$ cat src/rtl/chlink_pkg.sv
package chlink_pkg;
  typedef enum logic [1:0] {
    LNK_NONE         = 2'd0,
    LNK_UNIT_AND_END = 2'd1,
    LNK_UNIT         = 2'd2,
    LNK_END          = 2'd3
  } link_mode_e;
endpackage

$ cat src/rtl/chlink_decode.sv
// Per-source decoder: turns event pulses plus mode into a one-hot-or-zero
// target vector (up to two bits when both links fire).
module chlink_decode
  import chlink_pkg::*;
#(
  parameter int NCH  = 4,
  parameter int IDXW = (NCH > 1) ? $clog2(NCH) : 1
) (
  input  logic [1:0]      mode_i,
  input  logic [IDXW-1:0] tgt1_i,
  input  logic [IDXW-1:0] tgt2_i,
  input  logic            unit_i,
  input  logic            zero_i,
  output logic [NCH-1:0]  hit_o
);
  link_mode_e mode;
  logic fire1, fire2;

  always_comb begin
    mode  = link_mode_e'(mode_i);
    fire1 = 1'b0;
    fire2 = 1'b0;
    unique case (mode)
      LNK_NONE:         ;
      LNK_UNIT_AND_END: begin fire1 = unit_i; fire2 = zero_i; end
      LNK_UNIT:         fire1 = unit_i;
      LNK_END:          fire1 = zero_i;
      default:          ;
    endcase
  end

  for (genvar t = 0; t < NCH; t++) begin : g_tgt
    assign hit_o[t] = (fire1 && (tgt1_i == IDXW'(t))) ||
                      (fire2 && (tgt2_i == IDXW'(t)));
  end
endmodule

$ cat src/rtl/chlink_merge.sv
// Collects hits from all sources per target, gates by enable, registers.
module chlink_merge #(
  parameter int NCH = 4
) (
  input  logic               clk,
  input  logic               rst_n,
  input  logic [NCH*NCH-1:0] hits_i,   // source s owns bits [s*NCH +: NCH]
  input  logic [NCH-1:0]     en_i,
  output logic [NCH-1:0]     req_q_o
);
  logic [NCH-1:0] any_hit;

  always_comb begin
    any_hit = '0;
    for (int s = 0; s < NCH; s++) begin
      any_hit = any_hit | hits_i[s*NCH +: NCH];
    end
  end

  always_ff @(posedge clk) begin
    if (!rst_n) req_q_o <= '0;
    else        req_q_o <= any_hit & en_i;
  end
endmodule

$ cat src/rtl/chlink_router.sv
module chlink_router #(
  parameter int NCH  = 4,
  parameter int IDXW = (NCH > 1) ? $clog2(NCH) : 1
) (
  input  logic                clk,
  input  logic                rst_n,
  input  logic [2*NCH-1:0]    link_mode_i,
  input  logic [IDXW*NCH-1:0] tgt1_i,
  input  logic [IDXW*NCH-1:0] tgt2_i,
  input  logic [NCH-1:0]      req_en_i,
  input  logic [NCH-1:0]      unit_done_i,
  input  logic [NCH-1:0]      count_zero_i,
  input  logic [NCH-1:0]      periph_req_i,
  output logic [NCH-1:0]      link_req_o,
  output logic [NCH-1:0]      chan_req_o
);
  localparam int HW = NCH * NCH;
  logic [HW-1:0] hits;

  for (genvar s = 0; s < NCH; s++) begin : g_src
    chlink_decode #(.NCH(NCH), .IDXW(IDXW)) u_dec (
      .mode_i (link_mode_i[2*s +: 2]),
      .tgt1_i (tgt1_i[IDXW*s +: IDXW]),
      .tgt2_i (tgt2_i[IDXW*s +: IDXW]),
      .unit_i (unit_done_i[s]),
      .zero_i (count_zero_i[s]),
      .hit_o  (hits[s*NCH +: NCH])
    );
  end

  chlink_merge #(.NCH(NCH)) u_merge (
    .clk     (clk),
    .rst_n   (rst_n),
    .hits_i  (hits),
    .en_i    (req_en_i),
    .req_q_o (link_req_o)
  );

  assign chan_req_o = periph_req_i | link_req_o;
endmodule

$ cat config.mk
export PLATFORM = sky130hd
export DESIGN_NAME = chlink_router
export DESIGN_NICKNAME = d
export VERILOG_FILES = /design/src/rtl/chlink_pkg.sv /design/src/rtl/chlink_decode.sv /design/src/rtl/chlink_merge.sv /design/src/rtl/chlink_router.sv
export SDC_FILE = /design/constraint.sdc
export NUM_CORES = 1
export LEC_CHECK = 0
export ABC_CLOCK_PERIOD_IN_PS = 1400
export BUFFER_PORTS_ARGS = -buffer_cell sky130_fd_sc_hd__buf_4
export CORE_UTILIZATION = 40
export CTS_CLUSTER_SIZE = 12
export DETAILED_ROUTE_END_ITERATION = 8
export PLACE_DENSITY_LB_ADDON = 0.2
export SETUP_SLACK_MARGIN = 0.2
export SYNTH_ARGS = -nofsm -noshare
export SYNTH_HDL_FRONTEND = slang
export SYNTH_SLANG_ARGS = --single-unit
$ cat constraint.sdc
create_clock -name clk -period 1.4 [get_ports clk]
set_input_delay 0.14 -clock clk [delete_from_list [all_inputs] [get_ports clk]]
set_output_delay 0.14 -clock clk [all_outputs]
set_load 0.01 [all_outputs]
Word level (Yosys, flattened, before mapping)

Index checks and enable logic that the tools add are counted.

$add $sub $neg: 0
Multipliers: 0
Div/mod/pow operators: 0
$lt $le $gt $ge: 0
Equality and inequality tests: 36
Shift-type cells: 0
Mux-type cells: 8
Bitwise operators: 5
Reductions and logical operators: 60

Operators by type and width:

| operator                                                               | number |
|---|---|
| 2-bit equality test (second input constant)                            | 24 |
| 1-bit logical AND                                                      | 32 |
| 2-bit by 1-bit equality test with 1-bit output (second input constant) | 12 |
| 2-bit zero test                                                        | 8 |
| 1-bit logical OR                                                       | 16 |
| 4-bit bitwise OR                                                       | 4 |
| 1-bit case mux with 2 select lines                                     | 4 |
| 2-bit OR reduction                                                     | 4 |
| 4-bit bitwise AND                                                      | 1 |
| 1-bit 2-to-1 mux                                                       | 4 |

Register bits after elaboration: 4
Latch bits: 0
Bits in writable memories: 0
Memory bits (read-only): 0
Bits of input ports: 42
Output and inout bits: 8
Memories kept: 0

Longest topological paths before layout

Gate-level depths: netlist of the first run.

Depth after elaboration: 9
Gate-level depth with buffers: 6
Depth with buffers taken out: 6

By module

From an unflattened synthesis of the first run, not the netlist that was laid out.

Cells, all modules: 84
Area, all modules: 710.7 um^2

By module, submodules not included:

| module        | instances | cells an instance | area an instance (um^2) |
|---|---|---|---|
| chlink_decode | 4         | 16                | 131.4 |
| chlink_merge  | 1         | 16                | 160.2 |
| chlink_router | 1         | 4                 | 25.0 |

Least setup slack after synthesis of the first run

No wires, ideal clock.

Path type: input port to flip-flop
From: input link_mode_i[6]
To: register u_merge.req_q_o[2]
Data arrival time: 1.061 ns
Data required time: 1.267 ns
Setup slack: 0.207 ns
Cell stages on the path: 6
Buffers on the path: 0
Path through: inv_1 > ha_1 > a22oi_2 > nor4b_1 > a2111oi_1 > a21oi_1

Longest elaborated chain between the ends: 7
Elaborated cells between the ends (all ways): 11
Those cells by class: 3 x eq/ne; 2 x mux; 2 x bitwise; 4 x reduce/logical

RTL lines:

| element                                                                               | RTL line            | source |
|---|---|---|
| start: declaration                                                                    | chlink_router.sv:7  | `input logic [2*NCH-1:0] link_mode_i,` |
| 2-bit equality test or 2-bit by 1-bit equality test with 1-bit output (tied branches) | chlink_decode.sv:23 | `unique case (mode)` |
| 2-bit OR reduction (no source line)                                                   | --                  |  |
| 1-bit case mux with 2 select lines                                                    | chlink_decode.sv:23 |  |
| 1-bit logical AND                                                                     | chlink_decode.sv:33 | `assign hit_o[t] = (fire1 && (tgt1_i == IDXW'(t))) \|\|` |
| 1-bit logical OR (*)                                                                  | chlink_decode.sv:33 |  |
| 4-bit bitwise OR (*)                                                                  | chlink_merge.sv:16  | `any_hit = any_hit \| hits_i[s*NCH +: NCH];` |
| 4-bit bitwise AND (*)                                                                 | chlink_merge.sv:22  | `else req_q_o <= any_hit & en_i;` |
| end signal: assignment                                                                | chlink_merge.sv:22  |  |
| end: declaration                                                                      | chlink_merge.sv:9   | `output logic [NCH-1:0] req_q_o` |

Every way passes the cells marked *; elsewhere a longest branch is shown, timed or not.
A chain may end at the register's enable or synchronous reset.

Worst setup path after layout of the first run

From: input link_mode_i[0]
To: register u_merge.req_q_o[2]

Longest elaborated chain between the ends: 9
Elaborated cells between the ends (all ways): 13
Those cells by class: 3 x eq/ne; 2 x mux; 4 x bitwise; 4 x reduce/logical

RTL lines:

| element                                                                               | RTL line |
|---|---|
| 2-bit equality test or 2-bit by 1-bit equality test with 1-bit output (tied branches) | chlink_decode.sv:23 |
| 2-bit OR reduction (no source line)                                                   | -- |
| 1-bit case mux with 2 select lines                                                    | chlink_decode.sv:23 |
| 1-bit logical AND                                                                     | chlink_decode.sv:33 |
| 1-bit logical OR (*)                                                                  | chlink_decode.sv:33 |
| 4-bit bitwise OR (*) (3 in a row)                                                     | chlink_merge.sv:16 |
| 4-bit bitwise AND (*)                                                                 | chlink_merge.sv:22 |

Marks and branches as above.

==> results of run 1 <==
==> through the flow <==
stage	utilization, %	instances
after global placement	69.18	155
final	71.03	158
after detailed placement	69.18	155
after floorplan	-	89
after global routing	71.03	158
after CTS	70.63	158
==> worst max-delay path by stage <==
stage	from	end	depth (start not counted)
after floorplan	link_mode_i[6]	u_merge.req_q_o[2]	6
after global placement	link_mode_i[6]	u_merge.req_q_o[2]	7
after detailed placement	link_mode_i[6]	u_merge.req_q_o[2]	7
after CTS	link_mode_i[6]	u_merge.req_q_o[2]	7
after global routing	link_mode_i[0]	u_merge.req_q_o[0]	7
final	link_mode_i[0]	u_merge.req_q_o[2]	7
==> routing by layer <==
metal | GRT usage [%] | vias up | wire [um]
met2 | 46.97 | 38 | 1064
met3 | 5.957 | 4 | 144
met1 | 23.21 | 398 | 750
li1 | - | 448 | -
met5 | 0 | - | 0
met4 | 7.500 | 0 | 23
==> cells in the mapped netlist, drive strengths merged <==
library cell  count
a31oi             4
nor4b             3
a221oi            1
a2111oi           1
a311oi            1
a22oi             6
nor2              7
nand3             5
o32ai             2
or2               4
ha               12
nand2             8
nor3              6
nor4              3
o22ai             2
nand3b            2
nand4             5
dfxtp             4
a21oi             2
inv              10
a211oi            1
==> cells by family after synthesis <==
logic type | synth area share [%]
buf+inv | 5.495
simple gates | 34.43
compound gates | 26.37
fa+ha+maj | 21.98
flops | 11.72
==> cell type report <==
class / count / area (um^2)
multi-input cells: 75 / 571.8
fillers: 148 / 451.7
repair buffers: 50 / 375.4
flip-flops and latches: 4 / 80.08
inverters: 10 / 37.54
clock buffers: 3 / 22.52
well taps: 16 / 20.02
==> critical path: stages <==
cell      delay, ns
buf_4          0.10
inv_1          0.04
ha_1           0.29
a22oi_2        0.23
nor4b_1        0.08
a311oi_1       0.26
a21oi_1        0.10
==> power by group through the flow <==
stage | combinational (mW) | clock [mW] | sequential [mW]
after floorplan | 0.113 | 0 | 0.129
after global placement | 0.270 | 0 | 0.125
after detailed placement | 0.278 | 0 | 0.126
after CTS | 0.278 | 0.153 | 0.124
after global routing | 0.307 | 0.164 | 0.124
final | 0.280 | 0.148 | 0.124
==> layout by cell type (no fill, tap or decap), types with 2 or more instances in the layout <==
cell type,n
buf_4,50
ha_1,12
dfxtp_1,4
a21oi_1,2
nand3b_1,2
nand3_1,5
nor4_1,2
a22oi_1,2
nor4b_1,3
clkbuf_4,3
o32ai_1,2
or2_2,4
inv_1,10
nand4_1,5
a22oi_2,3
nor2_1,6
nor3_1,5
nand2_1,8
a31oi_1,4
==> what timing repair did <==
action / in CTS / in global routing
hold endpoints to repair: 0 / 0
endpoints found under the setup margin: 0 / 2
resized for setup: 0 / 1
==> metrics.txt, run 1 <==
power share of the clock group=26.9%; drc violations=12; core area=between 1500 and 2000 um^2; Max Fanout on Critical Path=4; period utilisation layout=80.34%; max_cap viols=0; die area=1877 um^2; Placement Setup Slack=0.01086 ns; Longest Clk Path Bufs=2; Post-Synthesis Cell Area=683.2 um^2; design area=approximately 1100 um^2; dpl cell area=1079 um^2; Sequential Power Share=22.4%; Synth Warn #=0; via count=888; CP Class=input port to flip-flop; Die H=43.33 um; hold_ws=0.1256 ns; Antenna Nets Post-Route=0; Synth area leader=ha_1; min-delay src=req_en_i[2]; syn avg cell area=7.676 um^2; Final TNS setup=0 ns; CTS Hold Bufs=0; Syn Nets=between 100 and 150; hold crit path type=input port to flip-flop; critical path launch point type=input port; total wire length=just under 2000 um; GPL Wtd Cong=approximately 0.83; die width=~43 um; final-report hold violation count=0; Psw=0.1797 mW; outcome=complete, but fails checks; Max Transition Viols Final=0; post-detail-place hpwl=1717 um; Sink Count=4; register bit count reported by yosys=4; hold-critical path depth=3; first-pass GRT wire length=around 3300 um; Peak VDD IR=0.0003438 V; crit path capture type=flip-flop; htree depth=1; Pint=0.3725 mW; Vias/cell=5.620; max reg flops=4; Initial Utilization=43.82%; Worst Path Required=1.51 ns; Power Total=0.5522 mW; top cell type's share of synthesized area=about 22%; Most flops, register=u_merge.req_q_o; fmax=889.1 MHz; wire per inst=12.54 um; I/O pin total=50; IO buf count=49; Synth Instances=89; drt first pass iters=6; Final min period=1.125 ns; initial antenna violation count=0; leading registers by flop count=u_merge.req_q_o: 4 flops; Slew Limit Headroom=73.40%; vias in the first global route=831; ANT cells=0; Setup WS post-layout=around 0.28 ns; combinational power share=50.7%; largest net degree at the start of global routing=6; Root Driver=clkbuf_4; data arrival time of the worst path=1.24 ns; total track usage=23.61%; DR iter-0 viols=27; row count=14; Synth area leaders=ha_1 22%, dfxtp_1 12%, a22oi_2 5.5%; library cells used by synthesis=26; synthesis-to-finish area growth=62.09%; Finish-stage setup viols=0; Leakage=0.5459 nW; CTS buffer count=3; RSZ-0062 raised after global routing=true; Final #Nets=~200; Sw Share=32.54%; # Post-CTS Setup Buffers=0; CTS tree=yes; layout cells sized above 1=45.77%; Clk pin slew, worst setup/hold paths=roughly 0.040 ns; pwr dens=between 400 and 500 nW/um^2; sequential cell area fraction in the yosys report=11.72%; GRT overflow=0; failing checks=DRC; worst slew pin tran=0.3979 ns; Hold Path End=u_merge.req_q_o[2]
Power figures use the tool's default switching activity.
==> run 2: changes to the inputs <==
ABC_CLOCK_PERIOD_IN_PS = 900   (was 1400)
CORE_ASPECT_RATIO = 0.75   (was not set)
CORE_UTILIZATION = 36   (was 40)
clock period = 0.9 ns   (was 1.4 ns; I/O delays follow)
==> run 2 against run 1 <==
  * The run ends with setup timing left
  * Utilization increased by 5.9 points
  * Total power increased by 81%
  * Worst setup slack got worse by 0.45 ns
  * Non-clock buffer count increased by 8
  * Design area increased by 22%
  * Die area increased by 11%
  * Combinational power increased by 100%
  * Sequential power increased by 60%
  * Sequential share of layout area decreased by 0.94 points
  * Count of clock-buffer cells in the layout unchanged
  * Highest routed layer unchanged
==> metrics.txt, run 2 (synthesis gave the netlist of run 1 again) <==
outcome=complete, but fails checks; failing checks=setup timing; initial antenna violation count=0 (unchanged); Longest Clk Path Bufs=2 (unchanged); Placement Setup Slack=-0.3920 ns (-0.4029 ns); critical path launch point type=input port; Root Driver=clkbuf_4; Clk pin slew, worst setup/hold paths=0.04 ns (about the same); GPL Wtd Cong=0.8534 (+2.6%); htree depth=1 (unchanged); commonest non-fill, non-tap cell in the layout=buf_4; post-detail-place hpwl=1773 um (+3.3%); IO buf count=49 (unchanged); Peak VDD IR=0.0006363 V (+85%); wire per inst=12.30 um (-1.9%); worst slew pin tran=0.3537 ns (-0.04421 ns); total wire length=2116 um (+6.8%); Max Transition Viols Final=0 (unchanged); DR iter-0 viols=11 (-59%); drc violations=0 (-12); Vias/cell=5.285 (-6.0%); die area=2078 um^2 (+11%); Setup WS post-layout=-0.1756 ns (-0.4509 ns); data arrival time of the worst path=1.19 ns (-0.05 ns); Psw=0.3334 mW (+86%); Max Fanout on Critical Path=4 (unchanged); CTS Hold Bufs=0 (unchanged); Cell Count, Final, Fillers Out=172 (+8.9%); pwr dens=739.6 nW/um^2 (+48%); I/O pin total=50 (unchanged); register area=85.08 um^2 (+6.2%); RSZ-0062 raised after global routing=true; CP Class=input port to flip-flop; area of the multi-input gates=664.4 um^2 (+16%); Antenna Nets Post-Route=0 (unchanged); max reg flops=4 (unchanged); Leakage=0.6035 nW (+11%); total track usage=21.09% (-2.5 points); dpl cell area=1226 um^2 (+14%); hold crit path type=input port to flip-flop; GRT overflow=0 (unchanged); Layout fillers=136 (-8.1%); final-report hold violation count=0 (unchanged); Final min period=1.076 ns; max_cap viols=0 (unchanged); crit path capture type=flip-flop; Slew Limit Headroom=76.09% (+2.7 points); drt first pass iters=4 (-2); fmax=929.7 MHz; CTS tree=yes; dpl cells=167 (+7.7%); combinational power share=56.3% (+5.6 points); leading registers by flop count=u_merge.req_q_o: 4 flops; CTS buffer count=3 (unchanged); die width=52.30 um (+21%); most frequent cells in the layout=48 x buf_4, 9 x buf_6, 8 x nand2_1, 7 x ha_1, 6 x nor2_1; core area=1757 um^2 (+13%); Initial Utilization=38.89% (-4.9 points); synthesis-to-finish area growth=97.80%; power share of the clock group=23.8% (-3.1 points); vias in the first global route=746 (-10%); row count=13 (-1); period utilisation layout=119.5%; Sw Share=33.36% (+0.81 points); Final #Nets=206 (+4.0%); Pint=0.6660 mW (+79%); layout cells sized above 1=62.67% (+17 points); via count=909 (+2.4%); ANT cells=0 (unchanged); Sequential Power Share=19.9% (-2.5 points); first-pass GRT wire length=3015 um (-8.8%); Die H=39.73 um (-8.3%); Finish-stage setup viols=8 (+8); largest net degree at the start of global routing=5 (-1); design area=1351 um^2 (+22%); Worst Path Required=1.02 ns (-0.49 ns); Most flops, register=u_merge.req_q_o; Sink Count=4 (unchanged)
## run 2: final timing paths
path / cells after the start / endpoint / slack (ns) / from
max: 8 / u_merge.req_q_o[0] / -0.18 / link_mode_i[6]
min: 3 / u_merge.req_q_o[1] / 0.07 / req_en_i[1]
## run 2: metrics by stage
stage               utilization, %  hold slack, ns  power, mW  TNS [ns]
floorplan                        -          0.2061     0.4148   -0.2883
global placement             69.80          0.3268     0.6886    -1.149
detailed placement           69.80          0.3290     0.7006    -1.306
CTS                          74.57         0.06105     0.9782   -0.6423
global route                 76.92         0.06310      1.072    -1.188
finish                       76.92         0.06644     0.9994   -0.8163
## run 2: what timing repair did
| action | CTS | global route |
|---|---|---|
| pin swaps | 7 | 8 |
| endpoints found under the setup margin | 12 | 12 |
| resized for setup | 16 | 6 |
| setup buffers | 1 | 1 |
## run 2: power by group through the flow
stage | Clock, mW | Sequential [mW] | Combinational [mW]
3_3_place_gp | 0 | 0.197 | 0.492
5_1_grt | 0.260 | 0.199 | 0.614
3_5_place_dp | 0 | 0.197 | 0.503
4_1_cts | 0.244 | 0.198 | 0.536
6_report | 0.238 | 0.199 | 0.563
2_1_floorplan | 0 | 0.201 | 0.214
## run 2: final cells by class
cell class	instances	area share, %
clock buffers	3	1.667
inverters	10	5.185
multi-input cells	75	49.17
flip-flops and latches	4	6.296
well taps	22	2.037
repair buffers	58	35.65
## run 2: critical path, cell delays in order
cell	delay [ns]
buf_12	0.09
inv_12	0.03
ha_4	0.22
a22oi_2	0.26
buf_4	0.17
nor4_4	0.04
a211oi_2	0.20
a21oi_1	0.09
## run 2: per-layer routing
metal	up-vias	track usage (%)	part of all wire, %	wire length, um
met5	-	0	0	0
met1	403	23.62	44	929
met3	4	6.977	6.8	143
met2	36	37.66	48	1021
li1	466	-	-	-
met4	0	7.237	0.99	21
